<file path="config.mk">
export PLATFORM = sky130hd
export DESIGN_NAME = tcache_top
export DESIGN_NICKNAME = d
export VERILOG_FILES = /design/src/rtl/tcache_pkg.sv /design/src/rtl/tcache_ctrl.sv /design/src/rtl/tcache_dp.sv /design/src/rtl/tcache_top.sv
export SDC_FILE = /design/constraint.sdc
export NUM_CORES = 1
export LEC_CHECK = 0
export BUFFER_PORTS_ARGS = -buffer_cell sky130_fd_sc_hd__buf_2
export CORE_MARGIN = 2
export CORE_UTILIZATION = 53
export DETAILED_ROUTE_END_ITERATION = 16
export PLACE_DENSITY = 0.69
export SYNTH_ARGS = -nofsm -noshare
export SYNTH_HDL_FRONTEND = slang
export SYNTH_SLANG_ARGS = --single-unit
</file>
<file path="constraint.sdc">
create_clock -name clk -period 6.4 [get_ports clk]
set_input_delay 0.64 -clock clk [delete_from_list [all_inputs] [get_ports clk]]
set_output_delay 0.64 -clock clk [all_outputs]
set_load 0.03 [all_outputs]
</file>
<file path="src/rtl/tcache_pkg.sv">
package tcache_pkg;

  typedef enum logic [2:0] {
    OP_NOP    = 3'd0,
    OP_LOAD   = 3'd1,
    OP_STORE  = 3'd2,
    OP_BEGIN  = 3'd3,
    OP_COMMIT = 3'd4,
    OP_ABORT  = 3'd5,
    OP_IO     = 3'd6
  } coreOp_e;

  typedef enum logic [2:0] {
    RSN_NONE     = 3'd0,
    RSN_CONFLICT = 3'd1,
    RSN_CAPACITY = 3'd2,
    RSN_ASSOC    = 3'd3,
    RSN_IO       = 3'd4,
    RSN_EXPLICIT = 3'd5
  } abortRsn_e;

  // strobes from control to datapath
  typedef struct packed {
    logic doLoad;
    logic doStore;
    logic txMark;
    logic commitAll;
    logic abortAll;
  } ctrlStrb_t;

  // lookup status from datapath to control
  typedef struct packed {
    logic snpConflict;
    logic coreMiss;
    logic setFull;
    logic allTx;
  } dpStat_t;

endpackage

</file>
<file path="src/rtl/tcache_ctrl.sv">
module tcache_ctrl
  import tcache_pkg::*;
(
  input  logic       clk,
  input  logic       rst,
  input  logic [2:0] coreOpRaw,
  input  dpStat_t    stat,
  output ctrlStrb_t  strb,
  output logic       inTx,
  output logic [2:0] abortReason
);

  coreOp_e   op;
  abortRsn_e reasonQ;
  abortRsn_e abortCode;
  logic      abortReq;

  assign op = coreOp_e'(coreOpRaw);

  // Abort decision: snoop conflict first, then the core's own operation.
  always_comb begin
    abortReq  = 1'b0;
    abortCode = RSN_NONE;
    if (inTx) begin
      if (stat.snpConflict) begin
        abortReq  = 1'b1;
        abortCode = RSN_CONFLICT;
      end else begin
        case (op)
          OP_ABORT: begin
            abortReq  = 1'b1;
            abortCode = RSN_EXPLICIT;
          end
          OP_IO: begin
            abortReq  = 1'b1;
            abortCode = RSN_IO;
          end
          OP_LOAD, OP_STORE: begin
            if (stat.coreMiss && stat.setFull) begin
              abortReq  = 1'b1;
              abortCode = stat.allTx ? RSN_CAPACITY : RSN_ASSOC;
            end
          end
          default: ;
        endcase
      end
    end
  end

  always_comb begin
    strb.doLoad    = (op == OP_LOAD)  && !abortReq;
    strb.doStore   = (op == OP_STORE) && !abortReq;
    strb.txMark    = inTx;
    strb.commitAll = inTx && (op == OP_COMMIT) && !abortReq;
    strb.abortAll  = abortReq;
  end

  always_ff @(posedge clk) begin
    if (rst) begin
      inTx    <= 1'b0;
      reasonQ <= RSN_NONE;
    end else if (!inTx && op == OP_BEGIN) begin
      inTx    <= 1'b1;
      reasonQ <= RSN_NONE;
    end else if (abortReq) begin
      inTx    <= 1'b0;
      reasonQ <= abortCode;
    end else if (strb.commitAll) begin
      inTx    <= 1'b0;
    end
  end

  assign abortReason = reasonQ;

endmodule

</file>
<file path="src/rtl/tcache_dp.sv">
module tcache_dp
  import tcache_pkg::*;
#(
  parameter int ADDR_W   = 8,
  parameter int DATA_W   = 8,
  parameter int NUM_SETS = 4,
  parameter int NUM_WAYS = 2
) (
  input  logic              clk,
  input  logic              rst,
  input  logic [ADDR_W-1:0] coreAddr,
  input  logic [DATA_W-1:0] coreWData,
  input  logic [DATA_W-1:0] fillData,
  input  logic              snpValid,
  input  logic              snpWrite,
  input  logic [ADDR_W-1:0] snpAddr,
  input  ctrlStrb_t         strb,
  output dpStat_t           stat,
  output logic              loadValid,
  output logic [DATA_W-1:0] loadData,
  output logic              snpRespValid,
  output logic              snpRespHit,
  output logic              snpRespDirty,
  output logic [DATA_W-1:0] snpRespData
);

  localparam int IDX_W = $clog2(NUM_SETS);
  localparam int TAG_W = ADDR_W - IDX_W;
  localparam int WAY_W = (NUM_WAYS > 1) ? $clog2(NUM_WAYS) : 1;

  logic [NUM_WAYS-1:0] lineValid [NUM_SETS];
  logic [NUM_WAYS-1:0] rdSet     [NUM_SETS];
  logic [NUM_WAYS-1:0] wrSet     [NUM_SETS];
  logic [NUM_WAYS-1:0] lineDirty [NUM_SETS];
  logic [TAG_W-1:0]    lineTag   [NUM_SETS][NUM_WAYS];
  logic [DATA_W-1:0]   lineData  [NUM_SETS][NUM_WAYS];

  logic [IDX_W-1:0] coreIdx, snpIdx;
  logic [TAG_W-1:0] coreTag, snpTag;

  assign coreIdx = coreAddr[IDX_W-1:0];
  assign coreTag = coreAddr[ADDR_W-1:IDX_W];
  assign snpIdx  = snpAddr[IDX_W-1:0];
  assign snpTag  = snpAddr[ADDR_W-1:IDX_W];

  logic [NUM_WAYS-1:0] snpHitVec, killVec, coreValid, coreTxVec, coreHitVec;
  logic [WAY_W-1:0]    snpWay, hitWay, invWay, ntWay, tgtWay;
  logic                snpConflict, snpAnyHit, coreHit, invAny, ntAny, allTx;

  // snoop lookup against the current sets
  always_comb begin
    snpHitVec = '0;
    snpWay    = '0;
    for (int w = 0; w < NUM_WAYS; w++) begin
      if (snpValid && lineValid[snpIdx][w] && lineTag[snpIdx][w] == snpTag) begin
        snpHitVec[w] = 1'b1;
        snpWay       = WAY_W'(w);
      end
    end
    snpAnyHit   = |snpHitVec;
    snpConflict = |(snpHitVec & (snpWrite ? (rdSet[snpIdx] | wrSet[snpIdx])
                                          : wrSet[snpIdx]));
    killVec     = (snpValid && snpWrite) ? snpHitVec : '0;
  end

  // core lookup sees the cache after this cycle's snoop invalidation
  always_comb begin
    coreValid  = lineValid[coreIdx] & ~((snpIdx == coreIdx) ? killVec : '0);
    coreTxVec  = rdSet[coreIdx] | wrSet[coreIdx];
    coreHitVec = '0;
    hitWay     = '0;
    invAny     = 1'b0;
    invWay     = '0;
    ntAny      = 1'b0;
    ntWay      = '0;
    for (int w = NUM_WAYS - 1; w >= 0; w--) begin
      if (coreValid[w] && lineTag[coreIdx][w] == coreTag) begin
        coreHitVec[w] = 1'b1;
        hitWay        = WAY_W'(w);
      end
      if (!coreValid[w]) begin
        invAny = 1'b1;
        invWay = WAY_W'(w);
      end
      if (!coreTxVec[w]) begin
        ntAny = 1'b1;
        ntWay = WAY_W'(w);
      end
    end
    coreHit = |coreHitVec;
    if (coreHit)     tgtWay = hitWay;
    else if (invAny) tgtWay = invWay;
    else             tgtWay = ntWay;
  end

  // every line of the cache belongs to the transaction
  always_comb begin
    allTx = 1'b1;
    for (int s = 0; s < NUM_SETS; s++) begin
      if (~&(rdSet[s] | wrSet[s])) allTx = 1'b0;
    end
  end

  always_comb begin
    stat.snpConflict = snpConflict;
    stat.coreMiss    = !coreHit;
    stat.setFull     = !(invAny || ntAny);
    stat.allTx       = allTx;
  end

  always_ff @(posedge clk) begin
    if (rst) begin
      for (int s = 0; s < NUM_SETS; s++) begin
        lineValid[s] <= '0;
        rdSet[s]     <= '0;
        wrSet[s]     <= '0;
        lineDirty[s] <= '0;
      end
      loadValid    <= 1'b0;
      snpRespValid <= 1'b0;
      snpRespHit   <= 1'b0;
      snpRespDirty <= 1'b0;
    end else begin
      loadValid    <= strb.doLoad;
      snpRespValid <= snpValid;
      snpRespHit   <= snpAnyHit && !snpConflict;
      snpRespDirty <= snpAnyHit && !snpConflict && lineDirty[snpIdx][snpWay];
      snpRespData  <= lineData[snpIdx][snpWay];

      // remote ownership request removes the local copy
      if (snpValid && snpWrite) begin
        lineValid[snpIdx] <= lineValid[snpIdx] & ~killVec;
        rdSet[snpIdx]     <= rdSet[snpIdx] & ~killVec;
        wrSet[snpIdx]     <= wrSet[snpIdx] & ~killVec;
        lineDirty[snpIdx] <= lineDirty[snpIdx] & ~killVec;
      end

      if (strb.abortAll) begin
        for (int s = 0; s < NUM_SETS; s++) begin
          lineValid[s] <= lineValid[s] & ~wrSet[s] &
                          ((s == int'(snpIdx)) ? ~killVec : '1);
          rdSet[s]     <= '0;
          wrSet[s]     <= '0;
        end
      end

      if (strb.commitAll) begin
        for (int s = 0; s < NUM_SETS; s++) begin
          lineDirty[s] <= lineDirty[s] | wrSet[s];
          rdSet[s]     <= '0;
          wrSet[s]     <= '0;
        end
      end

      if (strb.doLoad || strb.doStore) begin
        if (!coreHit) begin
          lineValid[coreIdx][tgtWay] <= 1'b1;
          lineTag[coreIdx][tgtWay]   <= coreTag;
          lineData[coreIdx][tgtWay]  <= strb.doStore ? coreWData : fillData;
          lineDirty[coreIdx][tgtWay] <= strb.doStore && !strb.txMark;
          rdSet[coreIdx][tgtWay]     <= strb.doLoad && strb.txMark;
          wrSet[coreIdx][tgtWay]     <= strb.doStore && strb.txMark;
        end else begin
          if (strb.doLoad && strb.txMark)  rdSet[coreIdx][tgtWay] <= 1'b1;
          if (strb.doStore) begin
            lineData[coreIdx][tgtWay] <= coreWData;
            if (strb.txMark) wrSet[coreIdx][tgtWay]     <= 1'b1;
            else             lineDirty[coreIdx][tgtWay] <= 1'b1;
          end
        end
        if (strb.doLoad) loadData <= coreHit ? lineData[coreIdx][hitWay] : fillData;
      end
    end
  end

endmodule

</file>
<file path="src/rtl/tcache_top.sv">
module tcache_top
  import tcache_pkg::*;
#(
  parameter int ADDR_W   = 8,
  parameter int DATA_W   = 8,
  parameter int NUM_SETS = 4,
  parameter int NUM_WAYS = 2
) (
  input  logic              clk,
  input  logic              rst,
  input  logic [2:0]        coreOp,
  input  logic [ADDR_W-1:0] coreAddr,
  input  logic [DATA_W-1:0] coreWData,
  input  logic [DATA_W-1:0] fillData,
  input  logic              snpValid,
  input  logic              snpWrite,
  input  logic [ADDR_W-1:0] snpAddr,
  output logic              loadValid,
  output logic [DATA_W-1:0] loadData,
  output logic              snpRespValid,
  output logic              snpRespHit,
  output logic              snpRespDirty,
  output logic [DATA_W-1:0] snpRespData,
  output logic              inTx,
  output logic [2:0]        abortReason
);

  ctrlStrb_t strb;
  dpStat_t   stat;

  tcache_ctrl u_ctrl (
    .clk         (clk),
    .rst         (rst),
    .coreOpRaw   (coreOp),
    .stat        (stat),
    .strb        (strb),
    .inTx        (inTx),
    .abortReason (abortReason)
  );

  tcache_dp #(
    .ADDR_W   (ADDR_W),
    .DATA_W   (DATA_W),
    .NUM_SETS (NUM_SETS),
    .NUM_WAYS (NUM_WAYS)
  ) u_dp (
    .clk          (clk),
    .rst          (rst),
    .coreAddr     (coreAddr),
    .coreWData    (coreWData),
    .fillData     (fillData),
    .snpValid     (snpValid),
    .snpWrite     (snpWrite),
    .snpAddr      (snpAddr),
    .strb         (strb),
    .stat         (stat),
    .loadValid    (loadValid),
    .loadData     (loadData),
    .snpRespValid (snpRespValid),
    .snpRespHit   (snpRespHit),
    .snpRespDirty (snpRespDirty),
    .snpRespData  (snpRespData)
  );

endmodule

</file>
==> results.yml <==
run_status:
  outcome: "finished clean"
sta:
  fin_ws_ns: 1.50
  period_needed_ns: 4.90
  drv_slew: 0
  fmax_mhz: 204
  tns_ns: 0
  rsz0062_at_grt: "no"
  slew_headroom_pct: 27.4
  finalSetupViolations: 0
  worst_slew_pin_slew_ns: 1.09
  finalCritPeriodShare_pct: 76.6
  fin_worst_skew_ns: 0.0154
  hold_viol_final: 0
finish:
  syn2layout_area_growth_pct: 9.84
  nets: 792
  diodes: 0
  layout-drive-gt1-share_pct: 27.8
clock_tree:
  clock-sinks: 168
  hold_buffers: 0
  postCtsSetupRepairBufs: 0
  cts.clk_slew.worst_paths_ns: 0.07
  cts_tree: "built"
  clock_path_buffers: 2
  root_buffer: "clkbuf_16"
  cts_resized: 0
  cts_buffers: 17
  clk_latency_ns: 0.44
  cts_htree_levels: 4
global_routing:
  grt.overflow.total: 0
  grt_pass1_wl_mm: 39.3
  grt_use_total_pct: 27.1
  grt_pass1_vias: 6668
  antenna_found_initial: 0
  grt_start_max_net_pins: 42
synthesis:
  syn_area_um2: 9550
  synth.most_common_cell: "edfxtp_1"
  async_flop_share_pct: 0
  synth_commonest_cells: "edfxtp_1 (152), nor2_1 (71), mux4_2 (59)"
  synthFlopType: "edfxtp_1"
  yosys.area.top_type_share_pct: 47.8
  yosys.area.top_type: "edfxtp_1"
  postSynthAreaPerCell_um2: 13.4
  yosysSeqAreaShare_pct: 51.2
  synth_nets: 749
  synth_edf_count: 152
  synth_area_leaders: "edfxtp_1 (48%), mux4_2 (14%), mux2i_1 (4.6%)"
  synth_cell_types: 83
  synth.ff_latch_count: 168
  syn_inst: 710
  yosys_warnings: 0
power:
  power.density_nw_per_um2: 239
  leakage_uw: 0.00358
  ir_drop_uv: 215
floorplan:
  initial_core_util_pct: 53.5
  ios: 63
  die_h_um: 138
  rows: 49
  die_x_um: 138
  core_area_um2: 17800
  dieArea_um2: 19100
critical_path:
  worst_path_max_delay_cell: "nor2_1"
  crit_path_max_incr_delay_ns: 0.70
  path_class: "in -> reg"
  cp_cell_sequence: "buf_2 -> buf_4 -> mux4_2 -> nand3_1 -> or4_4 -> o211ai_4 -> buf_4 -> nand4b_4 -> a21oi_2 -> a32oi_1 -> nor2_1"
  path_max_fanout: 30
  cp_common_cell: "buf_4"
  worst_setup_path_start_kind: "primary input"
  end_kind: "flip-flop"
  required_ns: 6.46
  rr_worst_depth: 10
  cp.arrival_ns: 4.96
flow_run:
  drv_cap: 0
place:
  hpwl_mm: 18.3
  place_congestion: 1.00
  dp_slack_ns: 1.11
  port-buffer-count: 62
worst_hold_path:
  min_path_type: "reg -> reg"
  hold_path_depth: 2
routing:
  drtIter0Drc: 751
  wl_mm: 25.7
  detail-route-antenna-nets: 0
  vias_per_cell: 6.82
  drc_errors: 0
  drtPass1Iterations: 8
  wl_per_cell_um: 25.9
  num_vias: 6784
## metrics by stage
step           cells  hold WS, ns  total power (uW)  instance area (um2)  utilization, %
2_1_floorplan    710        0.497              1460                 9550               -
3_3_place_gp     963        0.492              1550                 9940            55.7
3_5_place_dp     963        0.524              1550                 9940            55.7
4_1_cts          995        0.530              2510                10500            58.8
5_1_grt          995        0.542              2570                10500            58.8
6_report         995        0.541              2500                10500            58.8
## layout by cell type, fill, tap and decap left out, types with 18 or more instances in the layout
cell      netlist  routed
mux2i_1        44      44
a21oi_1        21      21
nor2_1         71      71
edfxtp_1      152     152
buf_2           9      62
mux4_2         59      59
o21ai_0        20      20
xnor2_1        24      24
nand2_1        42      42
nand3_1        18      18
## sequential cells by signal, summed over array words and instances (netlist names)
register / flops
u_dp.wrSet: 8
u_dp.lineData: 64
u_dp.loadData: 8
u_dp.snpRespHit: 1
u_dp.snpRespValid: 1
u_ctrl.inTx: 1
u_dp.snpRespDirty: 1
u_dp.snpRespData: 8
u_ctrl.abortReason: 3
u_dp.lineTag: 48
u_dp.lineDirty: 8
u_dp.lineValid: 8
u_dp.loadValid: 1
u_dp.rdSet: 8
## kinds of logic (layout without fill, tap and decap cells)
kind of cell,count (synthesis),after routing,share of synthesized area (%)
mux,128,128,21.8
flops,168,168,51.2
simple gates,203,203,10.9
xor+xnor,34,34,3.12
compound gates,123,123,9.98
buf+inv,54,110,3.07
## worst paths after layout
kind | start | to | slack (ns)
worst min register to register | u_ctrl.abortReason[1] | u_ctrl.abortReason[1] | 0.54
worst max-delay path | snpAddr[1] | u_dp.lineData[3][0] | 1.50
worst min-delay path | u_ctrl.abortReason[1] | u_ctrl.abortReason[1] | 0.54
worst max register to register | u_dp.lineTag[3][6] | u_dp.lineData[3][0] | 2.09
## cell type report
class	instances	area, um2
Clock buffer	19	433
Clock inverter	13	116
Fill cell	1416	7350
Inverter	9	33.8
Multi-Input combinational cell	488	4370
Sequential cell	168	4880
Tap cell	229	287
Timing Repair Buffer	69	363
## critical path: cells and delay by family
family	cells	cell delay (ns)
compound gates	3	0.97
simple gates	4	1.58
buf+inv	3	1.45
mux	1	0.30
## where the power goes
group	internal (uW)	switching, uW
clock network	510	460
logic	113	178
registers	1230	18.1
total	1850	655
## metal layers
metal | vias up | share of wire, % | GRT usage (%)
met3 | 60 | 8.9 | 5.09
met4 | 0 | 2.5 | 9.61
li1 | 2908 | - | -
met2 | 412 | 47 | 41.0
met1 | 3404 | 42 | 39.6
met5 | - | 0 | 0
Power figures use the tool's default switching activity.
